### config.mk
export PLATFORM = sky130hd
export DESIGN_NAME = dma_ring_walker
export DESIGN_NICKNAME = d
export VERILOG_FILES = /design/src/rtl/dmaw_pkg.sv /design/src/rtl/dmaw_ring_idx.sv /design/src/rtl/dmaw_addr_gen.sv /design/src/rtl/dmaw_desc_chk.sv /design/src/rtl/dma_ring_walker.sv
export SDC_FILE = /design/constraint.sdc
export NUM_CORES = 1
export LEC_CHECK = 0
export ABC_AREA = 1
export BUFFER_PORTS_ARGS = -buffer_cell sky130_fd_sc_hd__buf_2
export CAP_MARGIN = 15
export CORE_UTILIZATION = 52
export DETAILED_ROUTE_END_ITERATION = 7
export PLACE_DENSITY = 0.81
export REMOVE_ABC_BUFFERS = 1
export SKIP_CTS_REPAIR_TIMING = 1
export SLEW_MARGIN = 25
export SYNTH_ARGS = -nofsm -noshare
export SYNTH_HDL_FRONTEND = slang
export SYNTH_HIERARCHICAL = 1
export SYNTH_SLANG_ARGS = --single-unit
export TNS_END_PERCENT = 10
### constraint.sdc
create_clock -name clk -period 2.54 [get_ports clk]
set_input_delay 0.127 -clock clk [delete_from_list [all_inputs] [get_ports clk]]
set_output_delay 0.127 -clock clk [all_outputs]
set_load 0.01 [all_outputs]
### src/rtl/dmaw_pkg.sv
package dmaw_pkg;
  // control word bit positions (upper halfword = handling + device bits)
  localparam int RDY_B  = 31;
  localparam int WRP_B  = 30;
  localparam int CONT_B = 29;
  localparam int LAST_B = 28;
  localparam int DEV_LO = 16;
  localparam int DEV_W  = 10;
  localparam int LEN_W  = 16;
  localparam int WORD_W = 32;

  typedef enum logic [2:0] {
    S_IDLE, S_RD0, S_RD1, S_HAND, S_WAIT, S_WB, S_ERR
  } walk_state_t;
endpackage

### src/rtl/dmaw_ring_idx.sv
module dmaw_ring_idx #(
  parameter int IDX_W = 8
) (
  input  logic             clk,
  input  logic             rst_n,
  input  logic             clear,
  input  logic             step,
  input  logic             wrap_now,
  output logic [IDX_W-1:0] idx
);
  localparam logic [IDX_W-1:0] LAST_IDX = '1;

  always_ff @(posedge clk or negedge rst_n) begin
    if (!rst_n)
      idx <= '0;
    else if (clear)
      idx <= '0;
    else if (step) begin
      if (wrap_now || idx == LAST_IDX)
        idx <= '0;
      else
        idx <= idx + 1'b1;
    end
  end
endmodule

### src/rtl/dmaw_addr_gen.sv
module dmaw_addr_gen #(
  parameter int AW    = 32,
  parameter int IDX_W = 8
) (
  input  logic [AW-1:0]    base,
  input  logic [IDX_W-1:0] idx,
  input  logic             hi_word,
  output logic [AW-1:0]    addr
);
  localparam int OFS_W = IDX_W + 3;

  logic [OFS_W-1:0] ofs;
  assign ofs  = {idx, hi_word, 2'b00};
  assign addr = base + AW'(ofs);
endmodule

### src/rtl/dmaw_desc_chk.sv
module dmaw_desc_chk #(
  parameter int LEN_W   = 16,
  parameter int MAX_LEN = 4080
) (
  input  logic             ready_bit,
  input  logic [LEN_W-1:0] desc_len,
  input  logic [LEN_W-1:0] done_len,
  output logic             not_ready,
  output logic             tx_len_bad,
  output logic             rx_len_bad
);
  localparam logic [LEN_W-1:0] LIMIT = LEN_W'(MAX_LEN);

  assign not_ready  = !ready_bit;
  assign tx_len_bad = desc_len > LIMIT;
  assign rx_len_bad = done_len > LIMIT;
endmodule

### src/rtl/dma_ring_walker.sv
module dma_ring_walker
  import dmaw_pkg::*;
#(
  parameter int AW      = 32,
  parameter int IDX_W   = 8,
  parameter int MAX_LEN = 4080
) (
  input  logic                 clk,
  input  logic                 rst_n,
  input  logic                 enable,
  input  logic                 rx_mode,
  input  logic [AW-1:0]        table_base,
  output logic                 mem_req,
  output logic                 mem_we,
  output logic [AW-1:0]        mem_addr,
  output logic [WORD_W-1:0]    mem_wdata,
  input  logic                 mem_ack,
  input  logic [WORD_W-1:0]    mem_rdata,
  output logic                 buf_valid,
  input  logic                 buf_ready,
  output logic [WORD_W-1:0]    buf_ptr,
  output logic [LEN_W-1:0]     buf_len,
  output logic [DEV_W-1:0]     buf_dev,
  output logic                 buf_last,
  input  logic                 cmp_valid,
  output logic                 cmp_ready,
  input  logic [LEN_W-1:0]     cmp_len,
  output logic                 busy,
  output logic                 err,
  output logic [IDX_W-1:0]     err_idx
);
  walk_state_t          state;
  logic                 en_q;
  logic                 mode_q;
  logic [AW-1:0]        base_q;
  logic [WORD_W-1:0]    ctl_q;
  logic [WORD_W-1:0]    ptr_q;
  logic [LEN_W-1:0]     wb_len_q;
  logic [IDX_W-1:0]     idx;
  logic                 start;
  logic                 idx_step;
  logic                 not_ready, tx_len_bad, rx_len_bad;

  assign start    = enable && !en_q;
  assign idx_step = enable && !start && (state == S_WB) && mem_ack;

  dmaw_ring_idx #(.IDX_W(IDX_W)) u_idx (
    .clk      (clk),
    .rst_n    (rst_n),
    .clear    (start),
    .step     (idx_step),
    .wrap_now (ctl_q[WRP_B]),
    .idx      (idx)
  );

  dmaw_addr_gen #(.AW(AW), .IDX_W(IDX_W)) u_addr (
    .base    (base_q),
    .idx     (idx),
    .hi_word (state == S_RD1),
    .addr    (mem_addr)
  );

  dmaw_desc_chk #(.LEN_W(LEN_W), .MAX_LEN(MAX_LEN)) u_chk (
    .ready_bit  (mem_rdata[RDY_B]),
    .desc_len   (mem_rdata[LEN_W-1:0]),
    .done_len   (cmp_len),
    .not_ready  (not_ready),
    .tx_len_bad (tx_len_bad),
    .rx_len_bad (rx_len_bad)
  );

  always_ff @(posedge clk or negedge rst_n) begin
    if (!rst_n) begin
      state    <= S_IDLE;
      en_q     <= 1'b0;
      mode_q   <= 1'b0;
      base_q   <= '0;
      ctl_q    <= '0;
      ptr_q    <= '0;
      wb_len_q <= '0;
      err      <= 1'b0;
      err_idx  <= '0;
    end else begin
      en_q <= enable;
      if (start) begin
        state  <= S_RD0;
        err    <= 1'b0;
        mode_q <= rx_mode;
        base_q <= table_base;
      end else if (!enable) begin
        state <= S_IDLE;
      end else begin
        unique case (state)
          S_RD0: if (mem_ack) begin
            ctl_q <= mem_rdata;
            if (not_ready || (!mode_q && tx_len_bad)) begin
              state   <= S_ERR;
              err     <= 1'b1;
              err_idx <= idx;
            end else begin
              state <= S_RD1;
            end
          end
          S_RD1: if (mem_ack) begin
            ptr_q <= mem_rdata;
            state <= S_HAND;
          end
          S_HAND: if (buf_ready) state <= S_WAIT;
          S_WAIT: if (cmp_valid) begin
            if (mode_q && rx_len_bad) begin
              state   <= S_ERR;
              err     <= 1'b1;
              err_idx <= idx;
            end else begin
              wb_len_q <= mode_q ? cmp_len : ctl_q[LEN_W-1:0];
              state    <= S_WB;
            end
          end
          S_WB:   if (mem_ack) state <= S_RD0;
          S_ERR:  state <= S_ERR;
          default: state <= S_IDLE;
        endcase
      end
    end
  end

  assign mem_req   = (state == S_RD0) || (state == S_RD1) || (state == S_WB);
  assign mem_we    = (state == S_WB);
  assign mem_wdata = {1'b0, ctl_q[WORD_W-2:LEN_W], wb_len_q};

  assign buf_valid = (state == S_HAND);
  assign buf_ptr   = ptr_q;
  assign buf_len   = ctl_q[LEN_W-1:0];
  assign buf_dev   = ctl_q[DEV_LO +: DEV_W];
  assign buf_last  = ctl_q[LAST_B];
  assign cmp_ready = (state == S_WAIT);
  assign busy      = (state != S_IDLE) && (state != S_ERR);
endmodule

==> summary.md, run 1 <==
| Metric | Value |
|---|---|
| Share of layout cells above drive strength 1 | `0.271` |
| Max_cap viols | `0` |
| Synth top cells by count | `387 x nand2_1, 133 x dfrtp_1, 116 x inv_1` |
| Detailed Place HPWL | `14300 um` |
| VDD IR-drop max | `0.492 mV` |
| Fin Clk Skew | `0.00751 ns` |
| Area Growth Syn to Fin | `34.9%` |
| WHS Path Cells | `3` |
| CP Data Arrival Time | `2.40 ns` |
| # fillers | `1034` |
| Die ar. | `14500 um2` |
| Avg Vias per Cell | `5.18` |
| Static Leak | `0.00565 uW` |
| Post-route ant nets | `0` |
| Worst Tran Pin Value | `0.648 ns` |
| Critical path's most frequent cell | `inv_2` |
| Via Count | `7480` |
| DR WL/cell | `14.8 um` |
| CP delay by family, top | `buffers and inverters` |
| Failing checks | `hold timing` |
| Area leader, netlist | `dfrtp_1` |
| Setup CP Type | `reg -> out` |
| Capturing element type of the critical path | `primary output` |
| Hold EP | `buf_ptr[17]` |
| Outcome | `complete, but fails checks` |
| Worst reg2reg path startpoint | `state[2]` |
| Synth warnings | `6` |
| Worst R2R Setup Slack | `0.58 ns` |
| Grt ovf | `0` |
| Gpl congestion | `0.926` |
| Reg2Reg Depth | `9` |
| CTS Sinks | `133` |
| Syn avg cell area | `7.46 um2` |
| Global-route wire length before repair | `32100 um` |
| Cells after Synth | `975` |
| Drt drc | `0` |
| Final std cells w/o fill | `1445` |
| Met3 Use GR | `0.0736` |
| Worst hold path class | `in -> reg` |
| Placed cell areas | `8450 um2` |
| Max-slew violations | `0` |
| Initial antenna violation count | `0` |
| Area contributors post-synth | `dfrtp_1 46%, nand2_1 20%, inv_1 6.0%` |
| Share of the synthesized area in the top cell type | `0.457` |
| Setup crit start kind | `flip-flop` |
| GRT busiest layer | `met2` |
| HP Start | `mem_rdata[17]` |
| Largest net degree at the start of global routing | `63` |
| Crit path buffers/inverters | `6` |
| Num CTS Buffers | `17` |
| Max stage delay on crit path | `0.40 ns` |
| Synthesized area | `7280 um2` |
| WHS | `-0.0155 ns` |
| Clk_lat worst skew | `0.42 ns` |
| Met1 usage | `0.351` |
| Ys flop type | `dfrtp_1` |
| Worst r2r dst | `u_idx/idx[4]` |
| TritonCTS clock tree | `yes` |
| Initial Util | `0.541` |
| Final Cell Area | `9810 um2` |
| Post-synthesis async set-or-reset flop share | `1.00` |
| Fmax | `396 MHz` |
| Vias in the first global route | `6684` |
| IO Pins | `224` |
| Relative slew slack | `0.567` |
| Synthesized flop and latch total | `133` |
| # nets final | `1354` |
| ANT cells | `0` |
| GRT Overall Usage | `0.283` |
| Dpl cells | `1344` |
| Max Buffers Root-to-Sink | `2` |
| Library cells used by synthesis | `36` |
| Core ar. | `13500 um2` |
| Site Rows | `42` |
| H-tree Lvls | `4` |
| Final Hold Viols | `2` |
| Minimum clock period | `2.53 ns` |
| Chip Height | `120 um` |
| Final period utilization | `0.994` |
| Cell Chain, Critical Path | `inv_2 -> nand3_2 -> inv_2 -> ha_4 -> inv_2 -> fa_2 -> inv_2 -> nand3_2 -> nand3_4 -> buf_6 -> nand2_4 -> nand3_4 -> xor2_1 -> buf_2` |
| Sequential share of the synthesized area | `0.457` |
| PortBufs | `222` |
| Clock Tree Root | `clkbuf_16` |
| First-pass DRT Iterations | `6` |
| Worst-path maximum fanout | `4` |
| Number of synthesized flops with an enable pin | `0` |
| Initial DRC Count | `539` |
| TNS Setup | `0 ns` |
| Most frequent cell after synthesis | `nand2_1` |
| RSZ-0062 raised after global routing | `yes` |
| Chip Width | `120 um` |
| Power Density | `660 nW/um2` |
| WP data required | `2.41 ns` |
| CTS clk-pin slew, worst paths | `0.06 ns` |
| Slowest CP cell | `dfrtp_1` |
| Final WL | `21400 um` |
| Final Setup Violations | `0` |
| GR Util met2 | `0.481` |
-- per-stage QoR --
stage	worst slack [ns]	total power, uW	util
final	0.0142	6480	0.729
after global routing	-0.122	6780	0.729
after CTS	-0.321	6400	0.673
after detailed placement	0.144	3850	0.628
after global placement	0.187	3800	0.628
after floorplan	0.297	3220	-
-- layer usage --
metal	up-vias	routed length [um]
li1	3568	-
met1	3467	8360
met2	382	10800
met3	63	1690
met4	0	543
met5	-	0
-- worst max-delay path by stage --
stage / startpoint / to / cells after the start
finish: state[2] / mem_addr[14] / 14
global route: state[0] / mem_addr[14] / 14
CTS: state[0] / mem_addr[26] / 16
detailed placement: state[0] / mem_addr[26] / 16
global placement: state[0] / mem_addr[26] / 16
floorplan: state[0] / mem_addr[26] / 15
-- power breakdown --
group          leakage [uW]  switching, uW  internal [uW]
sequential          0.00175            239           2380
combinational       0.00360            773            547
clock              0.000299           1010           1530
total               0.00565           2020           4450
-- cells in the final DEF (no fill, tap or decap), types with 3 or more instances in the layout --
cell type / netlist / final
nor2_1: 43 / 43
dlygate4sd3_1: 0 / 61
inv_6: 0 / 8
o21ai_1: 39 / 39
o21ai_0: 37 / 37
nor2_2: 10 / 10
ha_1: 10 / 8
nand3_1: 56 / 52
nand4_1: 7 / 7
clkbuf_16: 0 / 17
inv_1: 116 / 112
buf_4: 16 / 18
xor2_1: 9 / 9
nor2_4: 5 / 5
nor3_1: 6 / 6
nand3_4: 1 / 3
buf_2: 12 / 221
dfrtp_1: 133 / 133
nand3b_1: 4 / 4
o21a_1: 17 / 17
inv_2: 8 / 12
nand3_2: 8 / 10
nand2_1: 387 / 381
nand2_2: 15 / 19
a21oi_1: 8 / 8
-- worst reg2reg max path, stage by stage (launching register included) --
cell and delay (ns):
dfrtp_1 0.37, buf_4 0.12, buf_4 0.17, nand3_1 0.19
nor3_1 0.42, nor2_4 0.12, nor3_4 0.22, inv_1 0.06
o21ai_1 0.13, nor2_1 0.05
-- layout make-up --
| class | count | area, um2 | share of cell area |
|---|---|---|---|
| clock buffers | 19 | 453 | 0.0462 |
| clock inverters | 13 | 158 | 0.0161 |
| repair buffers | 303 | 1890 | 0.193 |
| inverters | 125 | 470 | 0.0479 |
| multi-input cells | 676 | 3290 | 0.335 |
| flip-flops and latches | 133 | 3330 | 0.339 |
| well taps | 176 | 220 | 0.0224 |
-- cell families after synthesis --
logic type	count (synthesis)	synth area share
buffers and inverters	166	0.101
XOR/XNOR	11	0.0132
flip-flops	133	0.457
other	1	0.000515
multiplexers	2	0.00292
AO/OA/AOI/OAI	102	0.0765
adder cells (fa/ha/maj)	11	0.0199
AND/OR/NAND/NOR	549	0.328
-- flip-flops by register name (all words and copies together) (netlist names) --
register	cells
wb_len_q	16
ctl_q	31
base_q	32
err_idx	8
buf_ptr	32
mode_q	1
state	3
u_idx/idx	8
err	1
en_q	1
Power figures use the tool's default switching activity.
==> run 2, diff against run 1 <==
==> constraint.sdc (replaced) <==
create_clock -name clk -period 2.54 [get_ports clk]
set_input_delay 0.254 -clock clk [delete_from_list [all_inputs] [get_ports clk]]
set_output_delay 0.254 -clock clk [all_outputs]
set_load 0.01 [all_outputs]
==> summary.md, run 2 (synthesized netlist as in run 1, its figures left out) <==
| Metric | Value |
|---|---|
| Outcome | `complete, but fails checks` |
| Failing checks | `setup timing` |
| Grt ovf | `0 (unchanged)` |
| Fmax | `376 MHz (-4.9%)` |
| Worst R2R Setup Slack | `0.62 ns (+0.04 ns)` |
| GR Util met2 | `0.472 (-0.00934)` |
| HP Start | `enable` |
| Share of layout cells above drive strength 1 | `0.293 (+0.0217)` |
| IO Pins | `224 (unchanged)` |
| P_sw | `2020 uW (-0.30%)` |
| Core ar. | `13500 um2 (unchanged)` |
| H-tree Lvls | `4 (unchanged)` |
| WHS | `0.0159 ns (+0.0314 ns)` |
| Most common cell after layout, fill and taps aside | `nand2_1` |
| Initial antenna violation count | `0 (unchanged)` |
| Max_cap viols | `0 (unchanged)` |
| Worst reg2reg path startpoint | `state[2]` |
| WHS Path Cells | `1 (-2)` |
| Commonest cells after routing, fill and taps aside | `379 x nand2_1, 221 x buf_2, 131 x dfrtp_1` |
| Static Leak | `0.00538 uW (-4.7%)` |
| Met1 usage | `0.336 (-0.0144)` |
| Largest net degree at the start of global routing | `76 (+21%)` |
| Final Hold Viols | `0 (-2)` |
| PortBufs | `222 (unchanged)` |
| Final setup margin | `-0.117 ns (-0.131 ns)` |
| RSZ-0062 raised after global routing | `yes` |
| Area Growth Syn to Fin | `27.5%` |
| Initial Util | `0.541 (unchanged)` |
| Worst Tran Pin Value | `0.615 ns (-0.0329 ns)` |
| Setup crit start kind | `flip-flop` |
| Drt drc | `0 (unchanged)` |
| DR WL/cell | `14.1 um (-5.2%)` |
| Clock Tree Root | `clkbuf_16` |
| Capturing element type of the critical path | `primary output` |
| Power Density | `678 nW/um2 (+2.7%)` |
| Relative slew slack | `0.589 (+0.0220)` |
| First-pass DRT Iterations | `6 (unchanged)` |
| Via Count | `7047 (-5.8%)` |
| Setup CP Type | `reg -> out` |
| Clk_lat worst skew | `0.42 ns (about the same)` |
| Global-route wire length before repair | `31100 um (-3.1%)` |
| Site Rows | `42 (unchanged)` |
| Clock network power share | `0.388 (-0.005)` |
| TNS Setup | `-0.765 ns (-0.765 ns)` |
| CP Data Arrival Time | `2.40 ns (about the same)` |
| Flop pwr share | `0.415 (+0.011)` |
| CTS clk-pin slew, worst paths | `0.06 ns (about the same)` |
| # nets final | `1294 (-4.4%)` |
| VDD IR-drop max | `0.566 mV (+15%)` |
| Met3 Use GR | `0.0783 (+0.00472)` |
| Worst hold path class | `in -> reg` |
| Minimum clock period | `2.66 ns (+0.131 ns)` |
| # fillers | `1154 (+12%)` |
| Final period utilization | `1.05 (+0.0517)` |
| CTS Sinks | `133 (unchanged)` |
| GRT Overall Usage | `0.275 (-0.00839)` |
| Num CTS Buffers | `17 (unchanged)` |
| Final WL | `19500 um (-9.1%)` |
| Detailed Place HPWL | `13900 um (-2.9%)` |
| Chip Width | `120 um (unchanged)` |
| Avg Vias per Cell | `5.09 (-1.7%)` |
| Sw Ratio | `0.320 (+0.00816)` |
| Vias in the first global route | `6506 (-2.7%)` |
| TritonCTS clock tree | `yes` |
| Die ar. | `14500 um2 (unchanged)` |
| Fin Clk Skew | `0.00673 ns (-0.000778 ns)` |
| Gate power share | `0.197 (-0.007)` |
| Final core utilization | `0.690 (-0.0395)` |
| Internal Power | `4280 uW (-4.0%)` |
| ANT cells | `0 (unchanged)` |
| Initial DRC Count | `541 (+0.37%)` |
| Chip Height | `120 um (unchanged)` |
| Hold EP | `en_q` |
| Worst r2r dst | `u_idx/idx[7]` |
| Gpl congestion | `0.910 (-1.8%)` |
| Reg2Reg Depth | `10 (+1)` |
| Post-route ant nets | `0 (unchanged)` |
| Final Setup Violations | `11 (+11)` |
| Worst-path maximum fanout | `5 (+1)` |
| GRT busiest layer | `met2` |
| Max-slew violations | `0 (unchanged)` |
| WP data required | `2.29 ns (-0.12 ns)` |
| Max Buffers Root-to-Sink | `2 (unchanged)` |
## run 2: layout make-up
cell class | count | area [um2] | share of cell area
Clock inverter | 15 | 163 | 0.0175
Clock buffer | 17 | 425 | 0.0458
Inverter | 125 | 470 | 0.0507
Tap cell | 176 | 220 | 0.0237
Sequential cell | 133 | 3330 | 0.359
Timing Repair Buffer | 243 | 1290 | 0.139
Multi-Input combinational cell | 676 | 3380 | 0.364
## run 2: worst max-delay path, stage by stage (launching register included)
cell and delay [ns]:
dfrtp_1 0.40, inv_2 0.07, nand3_2 0.08, inv_2 0.09, ha_4 0.13, inv_2 0.03, fa_2 0.38, inv_2 0.07
nand3_2 0.09, nand3_4 0.15, nand2_4 0.07, nand2_4 0.09, nand2_2 0.05, nand2_1 0.06, nand2_1 0.06, nand2_1 0.05
buf_2 0.12
## run 2: worst max path at each step
stage / slack, ns / from / cells past startpoint / endpoint
floorplan: 0.17 / state[0] / 15 / mem_addr[26]
global placement: 0.1 / state[0] / 16 / mem_addr[26]
detailed placement: 0.03 / state[0] / 16 / mem_addr[26]
CTS: -0.44 / state[0] / 16 / mem_addr[26]
global route: -0.26 / state[2] / 16 / mem_addr[24]
finish: -0.12 / state[2] / 16 / mem_addr[24]
## run 2: metrics by stage
step           std cells  cell area [um2]  total power, uW  worst slack (ns)
2_1_floorplan        934             7010             3220             0.170
3_3_place_gp        1345             8460             3800            0.0996
3_5_place_dp        1345             8460             3830            0.0321
4_1_cts             1377             9040             6290            -0.439
5_1_grt             1385             9280             6620            -0.257
6_report            1385             9280             6290            -0.117
## run 2: power groups by stage
stage | Clock (uW) | Sequential, uW | Combinational [uW]
final | 2440 | 2610 | 1240
after global routing | 2590 | 2650 | 1380
after CTS | 2480 | 2600 | 1210
after detailed placement | 0 | 2630 | 1210
after global placement | 0 | 2620 | 1180
after floorplan | 0 | 2710 | 514
## run 2: routing by layer
layer,vias to the layer above,share of wire
met5,-,0
met4,0,0.020
met3,46,0.069
met2,301,0.50
met1,3240,0.41
li1,3460,-
==> run 3, diff against run 2 <==
--- a/config.mk
+++ b/config.mk
@@ -8,10 +8,8 @@
 export ABC_AREA = 1
 export BUFFER_PORTS_ARGS = -buffer_cell sky130_fd_sc_hd__buf_2
 export CAP_MARGIN = 15
-export CORE_UTILIZATION = 52
+export CORE_UTILIZATION = 25
 export DETAILED_ROUTE_END_ITERATION = 7
-export PLACE_DENSITY = 0.81
-export REMOVE_ABC_BUFFERS = 1
 export SKIP_CTS_REPAIR_TIMING = 1
 export SLEW_MARGIN = 25
 export SYNTH_ARGS = -nofsm -noshare
==> constraint.sdc (replaced) <==
create_clock -name clk -period 2.9 [get_ports clk]
set_input_delay 0.29 -clock clk [delete_from_list [all_inputs] [get_ports clk]]
set_output_delay 0.29 -clock clk [all_outputs]
set_load 0.01 [all_outputs]
==> summary.md, run 3 (synthesized netlist as in run 1, its figures left out) <==
| Metric | Value |
|---|---|
| Core ar. | `28700 um2 (+110%)` |
| Multi-input logic area | `3280 um2 (-2.9%)` |
| # nets final | `1290 (-0.31%)` |
| VDD IR-drop max | `0.487 mV (-14%)` |
| Chip Width | `173 um (+43%)` |
| Area Growth Syn to Fin | `30.5%` |
| Static Leak | `0.00537 uW (-0.18%)` |
| Setup CP Type | `reg -> out` |
| Final Setup Violations | `0 (-11)` |
| CP Data Arrival Time | `2.46 ns (+0.06 ns)` |
| Minimum clock period | `2.75 ns` |
| Final std cells w/o fill | `1591 (+15%)` |
| Met1 usage | `0.187 (-0.150)` |
| TritonCTS clock tree | `yes` |
| Drt drc | `0 (unchanged)` |
| Met3 Use GR | `0.0547 (-0.0236)` |
| Global-route wire length before repair | `36200 um (+16%)` |
| Initial Util | `0.253 (-0.287)` |
| Gpl congestion | `0.881 (-3.1%)` |
| CTS Sinks | `133 (unchanged)` |
| Detailed Place HPWL | `16600 um (+19%)` |
| Relative slew slack | `0.540 (-0.0487)` |
| CP delay by family, top | `buffers and inverters` |
| Initial antenna violation count | `4 (+4)` |
| IO Pins | `224 (unchanged)` |
| Max-slew violations | `0 (unchanged)` |
| Worst-path maximum fanout | `3 (-2)` |
| Vias in the first global route | `6845 (+5.2%)` |
| TNS Setup | `0 ns (+0.765 ns)` |
| Worst Tran Pin Value | `0.690 ns (+0.0752 ns)` |
| # fillers | `3091 (+170%)` |
| GRT Overall Usage | `0.154 (-0.121)` |
| GR Util met2 | `0.255 (-0.217)` |
| Outcome | `finished, final reports clean` |
| PortBufs | `222 (unchanged)` |
| Max stage delay on crit path | `0.39 ns (about the same)` |
| Share of layout cells above drive strength 1 | `0.281 (-0.0115)` |
| Fin Clk Skew | `0.0123 ns (+0.00561 ns)` |
| Crit path buffers/inverters | `7 (+2)` |
| DR WL/cell | `13.9 um (-1.5%)` |
| Slowest CP cell | `dfrtp_1` |
| Final WL | `22000 um (+13%)` |
| Num CTS Buffers | `17 (unchanged)` |
| Sequential Area | `3330 um2 (about the same)` |
| Final period utilization | `0.949` |
| Largest net degree at the start of global routing | `64 (-16%)` |
| H-tree Lvls | `4 (unchanged)` |
| Initial DRC Count | `314 (-42%)` |
| Avg Vias per Cell | `4.33 (-15%)` |
| Setup crit start kind | `flip-flop` |
| Cell Chain, Critical Path | `inv_2 -> nand3_4 -> inv_4 -> ha_4 -> inv_2 -> fa_2 -> inv_2 -> buf_4 -> buf_4 -> nand3_1 -> nand3_1 -> nand2_1 -> nand2_1 -> nand2_1 -> buf_2` |
| Syn Nets | `1073` |
| Post-route ant nets | `0 (unchanged)` |
| Fmax | `363 MHz` |
| WHS | `0.0405 ns (+0.0245 ns)` |
| First-pass DRT Iterations | `7 (+1)` |
| Capturing element type of the critical path | `primary output` |
| CTS clk-pin slew, worst paths | `0.07 ns (about the same)` |
| Site Rows | `62 (+48%)` |
| WP data required | `2.61 ns (+0.32 ns)` |
| Power Density | `613 nW/um2 (-9.6%)` |
| Clk_lat worst skew | `0.44 ns (+0.02 ns)` |
| Most common cell after layout, fill and taps aside | `nand2_1` |
| Commonest cells after routing, fill and taps aside | `380 x nand2_1, 221 x buf_2, 133 x dfrtp_1` |
| Clock Tree Root | `clkbuf_16` |
| Max Buffers Root-to-Sink | `2 (unchanged)` |
| Final Hold Viols | `0 (unchanged)` |
| Grt ovf | `0 (unchanged)` |
| Die ar. | `29800 um2 (+110%)` |
| GRT busiest layer | `met2` |
| Max_cap viols | `0 (unchanged)` |
| Worst hold path class | `in -> reg` |
| Chip Height | `173 um (+43%)` |
| Dpl cells | `1550 (+15%)` |
| Via Count | `6894 (-2.2%)` |
-- run 3: cell types whose count changed in the layout (fill, tap and decap cells not counted), sizes merged --
cell	delta
clkbuf	+1
bufinv	+4
inv	-6
diode	+2
buf	-4
clkinvlp	+1
-- run 3: per-stage QoR --
stage / area (um2) / power, uW / util / setup WS [ns]
2_1_floorplan: 7280 / 2900 / - / 0.547
5_1_grt: 9490 / 6140 / 0.331 / -0.00372
3_3_place_gp: 8700 / 3390 / 0.303 / 0.191
6_report: 9500 / 5820 / 0.331 / 0.148
4_1_cts: 9360 / 5910 / 0.326 / -0.347
3_5_place_dp: 8700 / 3400 / 0.303 / 0.147
-- run 3: layout make-up --
cell class / count / share of cell area
clock buffer: 18 / 0.0462
multi-input combinational: 676 / 0.346
clock inverter: 14 / 0.0236
sequential: 133 / 0.350
timing repair buffer: 239 / 0.133
tap: 384 / 0.0506
antenna: 2 / 0.000527
inverter: 125 / 0.0498
-- run 3: final timing paths --
check | from | to | slack [ns] | cells after the start
worst max-delay path | state[2] | mem_addr[28] | 0.15 | 15
worst min-delay path | enable | en_q | 0.04 | 1
worst max register to register | state[1] | u_idx/idx[4] | 0.87 | 9
worst min register to register | base_q[1] | base_q[1] | 0.47 | 2
max in group asynchronous | rst_n | wb_len_q[12] | 1.77 | 3
min in group asynchronous | rst_n | buf_ptr[17] | 0.40 | 2
-- run 3: power by group --
group	switching, uW	internal [uW]	total [uW]	leakage [uW]
sequential	222	2080	2300	0.00175
combinational	639	422	1060	0.00331
clock	900	1560	2460	0.000315
-- run 3: per-layer routing --
metal / part of all wire / routed length (um) / vias up
li1: - / - / 3454
met1: 0.44 / 9660 / 3204
met2: 0.47 / 10400 / 206
met3: 0.072 / 1600 / 26
met4: 0.015 / 325 / 4
met5: 0.00082 / 18 / -
